===== src/rtl/sbd_pkg.sv =====
package sbd_pkg;
  // Per-cycle decisions passed from control to datapath
  typedef struct packed {
    logic take;   // a stream word is accepted
    logic hand;   // the current buffer is handed to the host
    logic note;   // empty-to-data notification
  } sbdStrobe_t;
endpackage


===== src/rtl/sbd_ctrl.sv =====
module sbd_ctrl
  import sbd_pkg::*;
#(
  parameter int NUM_BUFS  = 4,
  parameter int BUF_BYTES = 16,
  parameter int WORD_BITS = 32,
  localparam int IDX_W = $clog2(NUM_BUFS),
  localparam int OFF_W = $clog2(BUF_BYTES),
  localparam int CNT_W = OFF_W + 1,
  localparam int BPW   = WORD_BITS / 8
) (
  input  logic             clk,
  input  logic             rstN,
  input  logic             inValid,
  input  logic             flushReq,
  input  logic             retValid,
  input  logic [IDX_W-1:0] retIdx,
  input  logic             neEnable,
  output logic             inReady,
  output sbdStrobe_t       strobe,
  output logic [IDX_W-1:0] curIdx,
  output logic [OFF_W-1:0] curFill,
  output logic [CNT_W-1:0] sumBytes
);
  logic [NUM_BUFS-1:0] hostOwned, ownedNext;

  assign inReady = !hostOwned[curIdx];

  always_comb begin
    strobe.take = inValid && inReady;
    sumBytes    = CNT_W'(curFill) + (strobe.take ? CNT_W'(BPW) : '0);
    strobe.hand = (strobe.take && (sumBytes == CNT_W'(BUF_BYTES)))
               || (flushReq && (sumBytes != '0));
    strobe.note = strobe.take && (curFill == '0) && neEnable;
    ownedNext = hostOwned;
    if (retValid) ownedNext[retIdx] = 1'b0;
    if (strobe.hand) ownedNext[curIdx] = 1'b1;
  end

  always_ff @(posedge clk or negedge rstN) begin
    if (!rstN) begin
      hostOwned <= '0;
      curIdx    <= '0;
      curFill   <= '0;
    end else begin
      hostOwned <= ownedNext;
      if (strobe.hand) begin
        curIdx  <= curIdx + IDX_W'(1);
        curFill <= '0;
      end else if (strobe.take) begin
        curFill <= sumBytes[OFF_W-1:0];
      end
    end
  end
endmodule


===== src/rtl/sbd_path.sv =====
module sbd_path
  import sbd_pkg::*;
#(
  parameter int NUM_BUFS  = 4,
  parameter int BUF_BYTES = 16,
  parameter int WORD_BITS = 32,
  parameter int ADDR_W    = 32,
  parameter logic [ADDR_W-1:0] BASE_ADDR = 'h1000_0000,
  localparam int IDX_W = $clog2(NUM_BUFS),
  localparam int OFF_W = $clog2(BUF_BYTES),
  localparam int CNT_W = OFF_W + 1
) (
  input  logic                 clk,
  input  logic                 rstN,
  input  sbdStrobe_t           strobe,
  input  logic [IDX_W-1:0]     curIdx,
  input  logic [OFF_W-1:0]     curFill,
  input  logic [CNT_W-1:0]     sumBytes,
  input  logic [WORD_BITS-1:0] inData,
  output logic                 wrValid,
  output logic [ADDR_W-1:0]    wrAddr,
  output logic [WORD_BITS-1:0] wrData,
  output logic                 relValid,
  output logic [IDX_W-1:0]     relIdx,
  output logic [CNT_W-1:0]     relBytes,
  output logic                 neValid
);
  logic [ADDR_W-1:0] byteAddr;
  assign byteAddr = BASE_ADDR + (ADDR_W'(curIdx) << OFF_W) + ADDR_W'(curFill);

  always_ff @(posedge clk or negedge rstN) begin
    if (!rstN) begin
      wrValid  <= 1'b0;
      wrAddr   <= '0;
      wrData   <= '0;
      relValid <= 1'b0;
      relIdx   <= '0;
      relBytes <= '0;
      neValid  <= 1'b0;
    end else begin
      wrValid  <= strobe.take;
      relValid <= strobe.hand;
      neValid  <= strobe.note;
      if (strobe.take) begin
        wrAddr <= byteAddr;
        wrData <= inData;
      end
      if (strobe.hand) begin
        relIdx   <= curIdx;
        relBytes <= sumBytes;
      end
    end
  end
endmodule


===== src/rtl/stream_buf_dma.sv =====
module stream_buf_dma
  import sbd_pkg::*;
#(
  parameter int NUM_BUFS  = 4,
  parameter int BUF_BYTES = 16,
  parameter int WORD_BITS = 32,
  parameter int ADDR_W    = 32,
  parameter logic [ADDR_W-1:0] BASE_ADDR = 'h1000_0000,
  localparam int IDX_W = $clog2(NUM_BUFS),
  localparam int OFF_W = $clog2(BUF_BYTES),
  localparam int CNT_W = OFF_W + 1
) (
  input  logic                 clk,
  input  logic                 rstN,
  input  logic                 inValid,
  input  logic [WORD_BITS-1:0] inData,
  output logic                 inReady,
  input  logic                 flushReq,
  input  logic                 retValid,
  input  logic [IDX_W-1:0]     retIdx,
  input  logic                 neEnable,
  output logic                 wrValid,
  output logic [ADDR_W-1:0]    wrAddr,
  output logic [WORD_BITS-1:0] wrData,
  output logic                 relValid,
  output logic [IDX_W-1:0]     relIdx,
  output logic [CNT_W-1:0]     relBytes,
  output logic                 neValid
);
  sbdStrobe_t       strobe;
  logic [IDX_W-1:0] curIdx;
  logic [OFF_W-1:0] fillLevel;
  logic [CNT_W-1:0] sumBytes;

  sbd_ctrl #(.NUM_BUFS(NUM_BUFS), .BUF_BYTES(BUF_BYTES), .WORD_BITS(WORD_BITS)) u_ctrl (
    .clk(clk), .rstN(rstN), .inValid(inValid), .flushReq(flushReq),
    .retValid(retValid), .retIdx(retIdx), .neEnable(neEnable), .inReady(inReady),
    .strobe(strobe), .curIdx(curIdx), .curFill(fillLevel), .sumBytes(sumBytes)
  );

  sbd_path #(.NUM_BUFS(NUM_BUFS), .BUF_BYTES(BUF_BYTES), .WORD_BITS(WORD_BITS),
             .ADDR_W(ADDR_W), .BASE_ADDR(BASE_ADDR)) u_path (
    .clk(clk), .rstN(rstN), .strobe(strobe), .curIdx(curIdx), .curFill(fillLevel),
    .sumBytes(sumBytes), .inData(inData), .wrValid(wrValid), .wrAddr(wrAddr),
    .wrData(wrData), .relValid(relValid), .relIdx(relIdx), .relBytes(relBytes),
    .neValid(neValid)
  );
endmodule


===== config.mk =====
export PLATFORM = sky130hd
export DESIGN_NAME = stream_buf_dma
export DESIGN_NICKNAME = d
export VERILOG_FILES = /design/src/rtl/sbd_pkg.sv /design/src/rtl/sbd_ctrl.sv /design/src/rtl/sbd_path.sv /design/src/rtl/stream_buf_dma.sv
export SDC_FILE = /design/constraint.sdc
export NUM_CORES = 1
export LEC_CHECK = 0
export BUFFER_PORTS_ARGS = -buffer_cell sky130_fd_sc_hd__buf_2
export CAP_MARGIN = 10
export CORE_UTILIZATION = 25
export DETAILED_ROUTE_END_ITERATION = 10
export HOLD_SLACK_MARGIN = 0.05
export SETUP_SLACK_MARGIN = 0.15
export SLEW_MARGIN = 40
export SYNTH_ARGS = -nofsm -noshare
export SYNTH_HDL_FRONTEND = slang
export SYNTH_SLANG_ARGS = --single-unit

===== constraint.sdc =====
create_clock -name clk -period 3.4 [get_ports clk]
set_input_delay 0.17 -clock clk [delete_from_list [all_inputs] [get_ports clk]]
set_output_delay 0.17 -clock clk [all_outputs]
set_load 0.1 [all_outputs]

Yosys cells after proc, flatten, opt, wreduce, memory -nomap -nowiden --
Cells that the tools add are included.
Cells by class: add/sub/neg operators 4, $lt $le $gt $ge 4, multiplexer cells 11, reduce and logical (&&, ||, !) cells 12, equal/unequal tests 1, bitwise operators 3
Operators with widths (count):
- adder 32 x 4 -> 32 bit | 1
- adder 29 x 6 -> 30 bit, first input constant | 1
- two-way mux 4 bit | 4
- logical AND 1 bit | 7
- less-than comparator 2 x 3 -> 1 bit, second input constant | 2
- adder 4 x 5 -> 5 bit | 1
- == test 5 bit, second input constant | 1
- nonzero test 5 bit | 1
- bitwise AND 4 bit | 1
- demux 1 bit (select 2 bit) | 2
- greater-or-equal comparator 2 x 1 -> 1 bit, second input constant | 2
- zero test 4 bit | 1
- NOT 4 bit | 1
- OR 4 bit | 1
- two-way mux 1 bit | 3
- two-way mux 3 bit | 1
- adder 2 x 1 -> 2 bit, second input constant | 1
- binary-select mux 1 bit (select 2 bit) | 1
- nonzero test 2 bit | 1
- zero test 1 bit | 1
- logical OR 1 bit | 1
Word-level totals: output and inout bits 75, word-level logic and storage cells 45, register bits 84

Logic depth before layout (Yosys ltp) --
word-level depth 10, gate-level depth with buffers 11

Hierarchy --
From an unflattened synthesis, not the netlist that was laid out.
Unflattened totals: cell total of the unflattened synthesis 179, area, all modules 2567.5 um^2
By module, submodules not included:
- sbd_path | cells an instance 126, times used 1, area each 2006.9 um^2, sequential area each 1226.2 um^2
- sbd_ctrl | cells an instance 53, times used 1, area each 560.5 um^2, sequential area each 200.2 um^2

Least setup slack after synthesis --
No wires, ideal clock.
path kind reg2reg, start reg u_ctrl.curIdx[1], end reg u_path.relIdx[0], arrival 2.561 ns, path slack 0.712 ns, cell stages (with the launch flop) 12, required time 3.274 ns, period minus slack after synthesis 2.688 ns, path through dfrtp_1 -> mux2i_1 -> a22o_1 -> buf_6 -> buf_2 -> ha_1 -> ha_1 -> o21ai_0 -> a21bo_2 -> o21a_1 -> buf_6 -> mux2_4
RTL lines:
- from (decl) | RTL line sbd_ctrl.sv:21 | output logic [IDX_W-1:0] curIdx,
- from (signal assigned) | RTL line sbd_ctrl.sv:48 | curIdx <= curIdx + IDX_W'(1);
- to (signal assigned) | RTL line sbd_path.sv:49 | relIdx <= curIdx;
- to (decl) | RTL line sbd_path.sv:24 | output logic [IDX_W-1:0] relIdx,

Worst setup path after layout --
start reg u_ctrl.curIdx[1], end reg u_path.relIdx[1]
On the way: longest elaborated chain between the ends 9
RTL lines:
- binary-select mux 1 bit (select 2 bit) * | RTL line sbd_ctrl.sv:27 | assign inReady = !hostOwned[curIdx];
- two-way mux 1 bit (implied by the code) * | RTL line sbd_ctrl.sv:27
- zero test 1 bit * | RTL line sbd_ctrl.sv:27
- logical AND 1 bit * | RTL line sbd_ctrl.sv:30 | strobe.take = inValid && inReady;
- two-way mux 3 bit * | RTL line sbd_ctrl.sv:31 | sumBytes = CNT_W'(curFill) + (strobe.take ? CNT_W'(BPW) : '0);
- adder 4 x 5 -> 5 bit * | RTL line sbd_ctrl.sv:31
- via sumBytes[3] | RTL line stream_buf_dma.sv:33 | logic [CNT_W-1:0] sumBytes;
- == test 5 bit or nonzero test 5 bit (tied branches) | RTL line sbd_ctrl.sv:32, sbd_ctrl.sv:33
- logical AND 1 bit (on tied branches) | RTL line sbd_ctrl.sv:32, sbd_ctrl.sv:33
- logical OR 1 bit * | RTL line sbd_ctrl.sv:33 | || (flushReq && (sumBytes != '0));
Mark *: on every way through the listed nets, which the timed path passes. The rest lies on a longest branch. The select of a mux whose other input is x is not followed. A chain may end at the register's enable or synchronous reset.

==> flow_summary_export.csv <==
group,metric,value,unit
clock_tree,clk_latency,300,ps
setup_path,cp_max_fo,11,
final_layout,nets,309,
setup_path,worstPathRequired,3600,ps
setup_path,worstSetupEndpointType,"register",
setup_path,r2r-start,"u_ctrl.curIdx[1]",
sta,slew_violations,0,
sta,tns,0,ps
logic_synthesis,synthCells,175,
clock_tree,ctsLongestPathBuffers,2,
logic_synthesis,ys_ff_latch,53,
final_layout,antenna_cells,0,
drt,viasPerCell,4.01,
logic_synthesis,async_flop_share,100,%
final_layout,syn2layout_area_growth,22.3,%
global_route,grt_max_degree,44,
logic_synthesis,yosysSeqAreaShare,55.9,%
placement,portBuffers,85,
global_route,grt_pass1_vias,1366,
drt,wl_per_cell,11.4,um
setup_path,crit_start,"u_ctrl.curIdx[1]",
clock_tree,cts.reportedPaths.clkPinSlew,100,ps
hold_path,holdPathEnd,"u_path.wrData[19]",
die,core,9200,um2
sta,max_freq,373,MHz
setup_path,rr_worst_depth,8,
final_layout,final_util,31.5,%
drt,drcViolationCount,0,
sta,setup_ws,722,ps
die,die_w,99.4,um
setup_path,reg2reg_to,"u_path.relIdx[1]",
global_route,grt_use_total,8.79,%
logic_synthesis,synth_edf_count,0,
global_route,antenna_found_initial,0,
hold_path,holdPathStages,2,
sta,finalClockSkew,8.44,ps
setup_path,cp-start-kind,"register",
clock_tree,clockRootBuffer,"clkbuf_8",
sta,setup_viol,0,
run,drv_cap,0,
drt,firstDrtPassIters,3,
die,die_h,99.4,um
sta,rsz0062_at_grt,"false",
die,initial_core_util,25.8,%
drt,vias,1504,
logic_synthesis,synth_ff_type,"dfrtp_1",
sta,min_period,2680,ps
final_layout,multiInputGateArea,876,um2
clock_tree,cts_made_buffers,5,
clock_tree,clkSinkCount,53,
global_route,grt_overflow,0,
die,fp.dieArea,9880,um2
logic_synthesis,ys_warn_count,0,
clock_tree,cts_max_level,2,
sta,layout_worst_path_cycle_share,78.8,%
logic_synthesis,syn_area,2370,um2
placement,pre_cts_slack,729,ps
clock_tree,post_cts_buffers,0,
die,io_pins,115,
logic_synthesis,syn_area_per_cell,13.5,um2
setup_path,worstPathArrival,2880,ps
setup_path,crit_type,"reg -> reg",
global_route,grt_pass1_wl,6760,um
clock_tree,tritoncts,"yes",
final_layout,drive_above_1_share,51.9,%
drt,drt-initial-drc-count,36,
final_layout,ff_latch_area,1330,um2
sta,slew_headroom,64.4,%
die,rows,35,
placement,hpwlAfterDp,3140,um
sta,tightest_slew,534,ps
final_layout,nFillCells,931,
hold_path,hp-class,"in -> reg",
setup_path,rrSetupSlack,720,ps
placement,place.gp.congestion,0.850,
logic_synthesis,synth_cell_types,26,
drt,drt-total-wl,4270,um
drt,postRouteAntennaNets,0,
hold_path,hp-start,"inData[19]",
sta,hold_violations,0,
run_status,status,"finished clean",
==> worst max-delay path by stage <==
stage,cells past startpoint,endpoint,slack [ps]
floorplan,11,u_path.relIdx[0],710
global placement,8,u_path.relIdx[1],820
detailed placement,8,u_path.relIdx[1],730
CTS,8,u_path.relIdx[1],720
global route,8,u_path.relIdx[1],530
finish,8,u_path.relIdx[1],720
==> cells in the mapped netlist, types with 2 or more instances <==
cell	count	area, um2
dfrtp_1	53	1330
mux2_2	36	405
buf_4	29	218
nand2_1	7	26.3
a22o_1	6	52.6
ha_1	6	75.1
buf_2	4	20.0
inv_1	4	15.0
mux2i_1	4	40.0
nor2_1	3	11.3
o21ai_0	3	15.0
buf_6	2	22.5
mux2_4	2	30.0
nand3_1	2	10.0
nand3b_1	2	15.0
o2bb2ai_1	2	17.5
==> routing by layer <==
metal	global-route usage (%)	vias to the layer above	share of wire, %
li1	-	714	-
met1	11.1	714	47
met2	14.4	71	46
met3	2.32	5	6.4
met4	3.39	0	0.84
met5	0	-	0
==> cell families after synthesis <==
group | Yosys count | synth area share [%]
AOI/OAI and AO/OA | 14 | 4.64
xor gates and xnor gates | 1 | 0.369
adders and majority gates | 6 | 3.17
buffers and inverters | 39 | 11.6
DFF | 53 | 55.9
muxes | 42 | 20.1
other | 1 | 0.158
and+or+nand+nor | 19 | 4.06
==> sequential cells by signal (all words and copies together) (netlist names) <==
signal and flops:
u_path.wrAddr 5, u_ctrl.curIdx 2, u_ctrl.hostOwned 4, u_path.neValid 1, u_ctrl.curFill 2, u_path.relBytes 3, u_path.relValid 1, u_path.wrValid 1
u_path.relIdx 2, u_path.wrData 32
==> critical path, stage by stage, from the launching register on <==
cell	delay, ps
dfrtp_1	530
mux2i_1	170
a22o_2	270
ha_1	180
ha_1	320
o21ai_0	100
a21bo_2	210
o21a_1	410
mux2_2	380
==> metrics by stage <==
step,area [um2],cells,hold slack [ps]
after floorplan,2480,203,-126
final,2900,375,88.4
after global routing,2900,375,68.8
after detailed placement,2800,366,315
after CTS,2900,375,74.6
after global placement,2800,366,314
==> layout make-up <==
| class | instances | share of cell area [%] |
|---|---|---|
| well taps | 111 | 4.79 |
| repair buffers | 88 | 15.6 |
| inverters | 4 | 0.518 |
| flip-flops and latches | 53 | 45.7 |
| clock inverters | 3 | 0.734 |
| multi-input cells | 111 | 30.2 |
| clock buffers | 5 | 2.37 |
==> cell usage in the layout, fill, tap and decap left out, types with 2 or more instances in the layout <==
cell type | Yosys | final
mux2i_1 | 4 | 4
o2bb2ai_1 | 2 | 2
a22o_1 | 6 | 5
dfrtp_1 | 53 | 53
nand3_1 | 2 | 2
inv_1 | 4 | 4
nor2_1 | 3 | 3
nand2_1 | 7 | 7
buf_4 | 29 | 3
mux2_2 | 36 | 36
conb_1 | 1 | 29
buf_2 | 4 | 84
o21ai_0 | 3 | 3
clkbuf_8 | 0 | 5
ha_1 | 6 | 6
nand3b_1 | 2 | 2
mux2_4 | 2 | 2
==> repair_timing <==
action	4_1_cts	5_1_grt
hold buffers	1	0
hold endpoints to repair	36	0
resized for setup	0	0
Power is not shown: default switching activity piles up to over one toggle a cycle in this logic, so the estimate is an artifact.
